--- src/rtl/wid_csr_pkg.sv ---
package wid_csr_pkg;

   typedef enum logic [1:0] {
      TGT_NONE  = 2'd0,
      TGT_LOWER = 2'd1,
      TGT_SUP   = 2'd2,
      TGT_DELEG = 2'd3
   } wid_tgt_e;

endpackage

--- src/rtl/wid_lowest_set.sv ---
module wid_lowest_set #(
   parameter int N = 32,
   parameter int W = 5
) (
   input  logic [N-1:0] vec,
   output logic [W-1:0] idx
);

   logic [W-1:0] chain [N+1];

   assign chain[N] = '0;

   for (genvar i = N - 1; i >= 0; i--) begin : g_scan
      assign chain[i] = vec[i] ? W'(i) : chain[i+1];
   end

   assign idx = chain[0];

endmodule

--- src/rtl/wid_legalize.sv ---
module wid_legalize #(
   parameter int XLEN    = 32,
   parameter int WID_W   = 5,
   parameter int NUM_WID = 32
) (
   input  logic [WID_W-1:0]   cur,
   input  logic [XLEN-1:0]    wdata,
   input  logic [XLEN-1:0]    wmask,
   input  logic [NUM_WID-1:0] allow,
   output logic [WID_W-1:0]   nxt
);

   localparam int HI_W = XLEN - WID_W;

   logic [XLEN-1:0]  cur_ext;
   logic [XLEN-1:0]  merged;
   logic             in_range;
   logic             permitted;
   logic [WID_W-1:0] fallback;

   assign cur_ext   = {{HI_W{1'b0}}, cur};
   assign merged    = (cur_ext & ~wmask) | (wdata & wmask);
   assign in_range  = (merged[XLEN-1:WID_W] == '0);
   assign permitted = in_range && allow[merged[WID_W-1:0]];

   wid_lowest_set #(
      .N (NUM_WID),
      .W (WID_W)
   ) i_fallback (
      .vec (allow),
      .idx (fallback)
   );

   assign nxt = permitted ? merged[WID_W-1:0] : fallback;

endmodule

--- src/rtl/wid_csr_gate.sv ---
module wid_csr_gate
   import wid_csr_pkg::*;
#(
   parameter int               ADDR_W     = 12,
   parameter logic [ADDR_W-1:0] ADDR_LOWER = 12'h7C0,
   parameter logic [ADDR_W-1:0] ADDR_SUP   = 12'h5C0,
   parameter logic [ADDR_W-1:0] ADDR_DELEG = 12'h7C1
) (
   input  logic [ADDR_W-1:0] addr,
   input  logic              access,
   input  logic              base_en,
   input  logic              sup_en,
   input  logic              has_s,
   input  logic              has_u,
   input  logic              deleg_nz,
   output wid_tgt_e          tgt,
   output logic              granted,
   output logic              illegal
);

   logic lower_ok;
   logic sup_ok;
   logic refuse;

   always_comb begin
      if (addr == ADDR_LOWER)      tgt = TGT_LOWER;
      else if (addr == ADDR_SUP)   tgt = TGT_SUP;
      else if (addr == ADDR_DELEG) tgt = TGT_DELEG;
      else                         tgt = TGT_NONE;
   end

   assign lower_ok = base_en & has_u;
   assign sup_ok   = sup_en & has_s & has_u;

   always_comb begin
      unique case (tgt)
         TGT_LOWER: refuse = !lower_ok;
         TGT_SUP:   refuse = !sup_ok || !deleg_nz;
         TGT_DELEG: refuse = !sup_ok;
         default:   refuse = 1'b0;
      endcase
   end

   assign illegal = access && (tgt != TGT_NONE) && refuse;
   assign granted = access && (tgt != TGT_NONE) && !refuse;

endmodule

--- src/rtl/wid_csr_unit.sv ---
module wid_csr_unit
   import wid_csr_pkg::*;
#(
   parameter int                XLEN       = 32,
   parameter int                WID_W      = 5,
   parameter int                ADDR_W     = 12,
   parameter logic [ADDR_W-1:0] ADDR_LOWER = 12'h7C0,
   parameter logic [ADDR_W-1:0] ADDR_SUP   = 12'h5C0,
   parameter logic [ADDR_W-1:0] ADDR_DELEG = 12'h7C1
) (
   input  logic                 clk,
   input  logic                 rst_n,
   input  logic [(1<<WID_W)-1:0] cfg_wid_list,
   input  logic                 cfg_base_en,
   input  logic                 cfg_sup_en,
   input  logic                 cfg_has_s,
   input  logic                 cfg_has_u,
   input  logic [ADDR_W-1:0]    acc_addr,
   input  logic                 acc_wr,
   input  logic                 acc_rd,
   input  logic [XLEN-1:0]      acc_wdata,
   input  logic [XLEN-1:0]      acc_wmask,
   output logic                 rsp_valid,
   output logic [XLEN-1:0]      rsp_rdata,
   output logic                 rsp_illegal,
   output logic                 flush_req,
   output logic [WID_W-1:0]     lower_wid,
   output logic [WID_W-1:0]     sup_wid,
   output logic [(1<<WID_W)-1:0] deleg_map
);

   localparam int NUM_WID = 1 << WID_W;
   localparam int PAD_W   = XLEN - NUM_WID;
   localparam int WPAD_W  = XLEN - WID_W;

   if (XLEN < NUM_WID) begin : g_bad_xlen
      $error("wid_csr_unit: XLEN must hold the whole world-ID bitmap");
   end
   if (WID_W < 1 || WID_W > 6) begin : g_bad_widw
      $error("wid_csr_unit: WID_W out of supported range");
   end
   if (ADDR_LOWER == ADDR_SUP || ADDR_LOWER == ADDR_DELEG || ADDR_SUP == ADDR_DELEG) begin : g_bad_addr
      $error("wid_csr_unit: register addresses must differ");
   end

   // ---------------- access gating ----------------
   wid_tgt_e tgt;
   logic     access;
   logic     granted;
   logic     illegal;

   logic [WID_W-1:0]   lower_q, sup_q;
   logic [NUM_WID-1:0] deleg_q;

   assign access = acc_wr | acc_rd;

   wid_csr_gate #(
      .ADDR_W     (ADDR_W),
      .ADDR_LOWER (ADDR_LOWER),
      .ADDR_SUP   (ADDR_SUP),
      .ADDR_DELEG (ADDR_DELEG)
   ) i_gate (
      .addr     (acc_addr),
      .access   (access),
      .base_en  (cfg_base_en),
      .sup_en   (cfg_sup_en),
      .has_s    (cfg_has_s),
      .has_u    (cfg_has_u),
      .deleg_nz (|deleg_q),
      .tgt      (tgt),
      .granted  (granted),
      .illegal  (illegal)
   );

   // ---------------- legalization ----------------
   logic [WID_W-1:0] lower_legal;
   logic [WID_W-1:0] sup_legal;
   logic [WID_W-1:0] reset_wid;

   wid_legalize #(
      .XLEN    (XLEN),
      .WID_W   (WID_W),
      .NUM_WID (NUM_WID)
   ) i_lower_fix (
      .cur   (lower_q),
      .wdata (acc_wdata),
      .wmask (acc_wmask),
      .allow (cfg_wid_list),
      .nxt   (lower_legal)
   );

   wid_legalize #(
      .XLEN    (XLEN),
      .WID_W   (WID_W),
      .NUM_WID (NUM_WID)
   ) i_sup_fix (
      .cur   (sup_q),
      .wdata (acc_wdata),
      .wmask (acc_wmask),
      .allow (deleg_q),
      .nxt   (sup_legal)
   );

   wid_lowest_set #(
      .N (NUM_WID),
      .W (WID_W)
   ) i_reset_pick (
      .vec (cfg_wid_list),
      .idx (reset_wid)
   );

   // ---------------- next state ----------------
   logic               do_write;
   logic [XLEN-1:0]    deleg_ext;
   logic [XLEN-1:0]    deleg_merged;
   logic [WID_W-1:0]   lower_d, sup_d;
   logic [NUM_WID-1:0] deleg_d;
   logic [XLEN-1:0]    old_val;

   assign do_write     = granted & acc_wr;
   assign deleg_merged = (deleg_ext & ~acc_wmask) | (acc_wdata & acc_wmask);

   if (PAD_W > 0) begin : g_deleg_pad
      assign deleg_ext = {{PAD_W{1'b0}}, deleg_q};
   end else begin : g_deleg_nopad
      assign deleg_ext = deleg_q;
   end

   always_comb begin
      lower_d = lower_q;
      sup_d   = sup_q;
      deleg_d = deleg_q;
      if (do_write) begin
         unique case (tgt)
            TGT_LOWER: lower_d = lower_legal;
            TGT_SUP:   sup_d   = sup_legal;
            TGT_DELEG: deleg_d = deleg_merged[NUM_WID-1:0] & cfg_wid_list;
            default:   ;
         endcase
      end
   end

   always_comb begin
      unique case (tgt)
         TGT_LOWER: old_val = {{WPAD_W{1'b0}}, lower_q};
         TGT_SUP:   old_val = {{WPAD_W{1'b0}}, sup_q};
         TGT_DELEG: old_val = deleg_ext;
         default:   old_val = '0;
      endcase
   end

   // ---------------- registers ----------------
   logic            rsp_valid_q, rsp_illegal_q, flush_q;
   logic [XLEN-1:0] rdata_q;

   always_ff @(posedge clk) begin
      if (!rst_n) begin
         lower_q       <= reset_wid;
         sup_q         <= reset_wid;
         deleg_q       <= '0;
         rsp_valid_q   <= 1'b0;
         rsp_illegal_q <= 1'b0;
         rdata_q       <= '0;
         flush_q       <= 1'b0;
      end else begin
         lower_q       <= lower_d;
         sup_q         <= sup_d;
         deleg_q       <= deleg_d;
         rsp_valid_q   <= access && (tgt != TGT_NONE);
         rsp_illegal_q <= illegal;
         rdata_q       <= (granted && acc_rd) ? old_val : '0;
         flush_q       <= (lower_d != lower_q) || (sup_d != sup_q);
      end
   end

   assign rsp_valid   = rsp_valid_q;
   assign rsp_illegal = rsp_illegal_q;
   assign rsp_rdata   = rdata_q;
   assign flush_req   = flush_q;
   assign lower_wid   = lower_q;
   assign sup_wid     = sup_q;
   assign deleg_map   = deleg_q;

   // ---------------- assertions ----------------
   AST_FLUSH_ON_CHANGE: assert property (@(posedge clk) disable iff (!rst_n)
      flush_req == ((lower_wid != $past(lower_wid)) || (sup_wid != $past(sup_wid))));

   AST_ILLEGAL_KEEPS_STATE: assert property (@(posedge clk) disable iff (!rst_n)
      rsp_illegal |-> ($stable(lower_wid) && $stable(sup_wid) && $stable(deleg_map)));

   AST_ILLEGAL_HAS_RESPONSE: assert property (@(posedge clk) disable iff (!rst_n)
      rsp_illegal |-> (rsp_valid && rsp_rdata == '0));

   AST_DELEG_SUBSET: assert property (@(posedge clk) disable iff (!rst_n)
      (deleg_map & ~cfg_wid_list) == '0);

   AST_LOWER_PERMITTED: assert property (@(posedge clk) disable iff (!rst_n)
      cfg_wid_list[lower_wid]);

   AST_SUP_MOVE_DELEGATED: assert property (@(posedge clk) disable iff (!rst_n)
      (sup_wid != $past(sup_wid)) |-> deleg_map[sup_wid]);

   AST_UNMAPPED_SILENT: assert property (@(posedge clk) disable iff (!rst_n)
      ((acc_wr || acc_rd) && acc_addr != ADDR_LOWER && acc_addr != ADDR_SUP &&
       acc_addr != ADDR_DELEG) |=> (!rsp_valid && !rsp_illegal &&
       $stable(lower_wid) && $stable(sup_wid) && $stable(deleg_map)));

   AST_NO_WRITE_NO_CHANGE: assert property (@(posedge clk) disable iff (!rst_n)
      !acc_wr |=> ($stable(lower_wid) && $stable(sup_wid) && $stable(deleg_map)));

endmodule

--- config.mk ---
export PLATFORM = sky130hd
export DESIGN_NAME = wid_csr_unit
export DESIGN_NICKNAME = d
export VERILOG_FILES = /design/src/rtl/wid_csr_pkg.sv /design/src/rtl/wid_lowest_set.sv /design/src/rtl/wid_legalize.sv /design/src/rtl/wid_csr_gate.sv /design/src/rtl/wid_csr_unit.sv
export SDC_FILE = /design/constraint.sdc
export NUM_CORES = 1
export LEC_CHECK = 0
export ABC_AREA = 1
export BUFFER_PORTS_ARGS = -buffer_cell sky130_fd_sc_hd__buf_2
export CAP_MARGIN = 20
export CORE_MARGIN = 3
export CORE_UTILIZATION = 25
export CTS_CLUSTER_DIAMETER = 120
export DETAILED_ROUTE_END_ITERATION = 10
export SYNTH_ARGS = -nofsm -noshare
export SYNTH_HDL_FRONTEND = slang
export SYNTH_SLANG_ARGS = --single-unit
--- constraint.sdc ---
create_clock -name clk -period 7.8 [get_ports clk]
set_input_delay 1.56 -clock clk [delete_from_list [all_inputs] [get_ports clk]]
set_output_delay 1.56 -clock clk [all_outputs]
set_load 0.05 [all_outputs]
==> impl_metrics.env <==
export IMPL_drt_iter0_drc=463
export IMPL_r2r_start="sup_wid[2]"
export IMPL_numPortBuffers=192
export IMPL_ys_warnings_count=0
export IMPL_firstDrtPassIters=5
export IMPL_rrSetupSlack_ns=4.39
export IMPL_p_switching_uw=290.9
export IMPL_core_area_sq_mm=0.01889
export IMPL_utilization=0.3389
export IMPL_die_w_microns=145.6
export IMPL_area_growth_pct=31.53
export IMPL_avgSynthCellArea_sq_um=6.194
export IMPL_syn_inst=786
export IMPL_place_hpwl_microns=16210
export IMPL_slew_violations=0
export IMPL_dieArea_sq_mm=0.02118
export IMPL_start_util=0.2577
export IMPL_use_met3=0.04983
export IMPL_dr_total_vias=5903
export IMPL_netlist_area_sq_mm=0.004868
export IMPL_die_height_microns=145.6
export IMPL_vias_per_cell=4.788
export IMPL_grt_pass1_vias=5630
export IMPL_rr_endpoint="flush_req"
export IMPL_max_vdd_ir_drop_mv=0.07470
export IMPL_criticalPathCategory="in2reg"
export IMPL_fin_crit_ns=4.336
export IMPL_routabilityCongestion=0.8948
export IMPL_layout_common_cells="buf_2, nand2_1, inv_1"
export IMPL_pwr_share_comb=0.152
export IMPL_cp_start_kind="input port"
export IMPL_p_leak_nw=3.121
export IMPL_max_freq_mhz=230.6
export IMPL_report_power_total_mw=1.034
export IMPL_p_sw_frac=0.2814
export IMPL_hold_path_endpoint="deleg_map[2]"
export IMPL_cts_resized=0
export IMPL_path_max_fanout=11
export IMPL_rsz0062_at_grt="no"
export IMPL_clock_latency_ns=0.35
export IMPL_power_share_clock=0.462
export IMPL_synth_cell_types=36
export IMPL_top_usage_layer="met2"
export IMPL_worstPathRequired_ns=8.02
export IMPL_r2r_cells=23
export IMPL_crit_arrival_ns=4.56
export IMPL_hold_buffers=0
export IMPL_clock_skew_ns=0.01175
export IMPL_drc_errors=0
export IMPL_maxSlewHeadroom=0.2787
export IMPL_fin_crit_sh=0.5559
export IMPL_diodes=0
export IMPL_status="completed"
export IMPL_fillCellCount=2179
export IMPL_critPathCaptureType="flop"
export IMPL_hold_path_startpoint="deleg_map[2]"
export IMPL_numCtsBuffers=9
export IMPL_rows=50
export IMPL_p_per_area_mw_per_mm2=161.4
export IMPL_met2_usage=0.2982
export IMPL_final_nets=1084
export IMPL_synth_fp_nets=902
export IMPL_internal_power_uw=742.7
export IMPL_cts_htree_levels=3
export IMPL_tightest_slew_ns=1.081
export IMPL_tns_ns=0
export IMPL_cts_tree="done"
export IMPL_max_clock_path_buffers=2
export IMPL_maxCapViolCount=0
export IMPL_antenna_found_initial=2
export IMPL_drt_wl_total_microns=19930
export IMPL_gr_usage_met1=0.2468
export IMPL_ant_nets=0
export IMPL_final_common_cell="buf_2"
export IMPL_cts_root_buffer="clkbuf_16"
export IMPL_drive_gt1_frac=0.2343
export IMPL_timing_final_hold_violations=0
export IMPL_cts_sinks=77
export IMPL_wire_per_inst_microns=16.16
export IMPL_power_frac_seq=0.386
export IMPL_min_path_type="reg2reg"
export IMPL_pin_count=193
export IMPL_synth_seq_area_share=0.3166
export IMPL_grt_overflow=0
export IMPL_grt_max_degree=59
export IMPL_cts_setup_buffers=0
export IMPL_final_setup_viol_count=0
export IMPL_grtUsageTotal=0.1853
export IMPL_grt_pass1_wl_microns=31310
export IMPL_postSynthRegisterBits=77
export IMPL_hold_depth=2
export IMPL_clkTransAtPathRegs_ns=0.06
metrics by stage:
step                      worst slack, ns  std cells  hold WS [ns]  cell area (sq um)
final                               3.464       1233        0.5556               6404
after global routing                3.104       1233        0.5992               6404
after global placement              3.004       1215        0.5341               6041
after floorplan                     4.043        786        0.7350               4868
after detailed placement            2.970       1215        0.5437               6041
after CTS                           3.332       1231        0.5548               6374
cells in the mapped netlist (all sizes together):
master | n | share of area
a21oi | 69 | 0.072
o21bai | 1 | 0.0015
nand3 | 46 | 0.047
nand4 | 9 | 0.012
clkinv | 1 | 0.00077
o22ai | 8 | 0.010
nor3 | 36 | 0.037
a31oi | 3 | 0.0039
nor2 | 64 | 0.050
nor4b | 1 | 0.0018
inv | 115 | 0.089
nor2b | 1 | 0.0013
buf | 11 | 0.016
o311ai | 2 | 0.0036
o221ai | 2 | 0.0036
nor4 | 8 | 0.010
clkbuf | 15 | 0.012
or2 | 2 | 0.0031
nand3b | 1 | 0.0015
a21boi | 1 | 0.0023
nand2 | 183 | 0.14
o21ai | 80 | 0.085
dfxtp | 77 | 0.32
o211ai | 19 | 0.030
a211oi | 31 | 0.048
final cells by class:
class	count	area, sq um	share of cell area
inverter	116	435.4	0.06800
clock buffer	10	239.0	0.03732
tap	260	325.3	0.05080
multi-input combinational	567	2755	0.4302
clock inverter	6	93.84	0.01465
sequential	77	1541	0.2407
timing repair buffer	197	1013	0.1583
metal layers:
layer  up-vias  part of all wire
met1      2642              0.45
met5         -           0.00090
met3        21             0.076
met2       211              0.46
li1       3025                 -
met4         4             0.015
worst max path at each step:
stage / slack, ns / endpoint / cells past startpoint / start
after global routing: 3.10 / flush_req / 21 / acc_addr[5]
after floorplan: 4.04 / flush_req / 19 / acc_addr[3]
after CTS: 3.33 / flush_req / 22 / acc_wmask[0]
after global placement: 3.00 / flush_req / 23 / acc_wmask[0]
final: 3.46 / flush_req / 21 / acc_addr[4]
after detailed placement: 2.97 / flush_req / 22 / acc_wmask[0]
registers in the layout, indices dropped and copies added (netlist names):
| register | count |
|---|---|
| deleg_map | 32 |
| flush_req | 1 |
| lower_wid | 5 |
| rsp_illegal | 1 |
| rsp_rdata | 32 |
| rsp_valid | 1 |
| sup_wid | 5 |
cells by family after synthesis:
kind of cell	count (synthesis)	synth area share
and+or+nand+nor	351	0.3064
AOI/OAI and AO/OA	216	0.2596
buffers and inverters	142	0.1174
DFF	77	0.3166
power groups by stage:
stage          Sequential, mW  Clock (mW)  Combinational [mW]
6_report                0.398       0.478               0.158
5_1_grt                 0.399       0.499               0.177
4_1_cts                 0.398       0.483               0.155
3_5_place_dp            0.407           0               0.154
3_3_place_gp            0.407           0               0.154
2_1_floorplan           0.417           0              0.0805
worst max-delay path, cell delays in order:
cell and delay (ns):
buf_2 0.10, nor2_1 0.09, nand2_1 0.05, nor4_1 0.30, nand2_1 0.27, nand2_1 0.15, nand3_1 0.14, nor2_1 0.64
inv_1 0.16, a21oi_1 0.14, o21ai_1 0.12, o21ai_0 0.13, o22ai_1 0.12, inv_1 0.07, o221ai_1 0.10, nor2_1 0.11
nand2_1 0.06, inv_1 0.04, nand3_1 0.06, nor2_1 0.09, nor2_1 0.04
No activity file was read; power rests on OpenSTA's default activity.
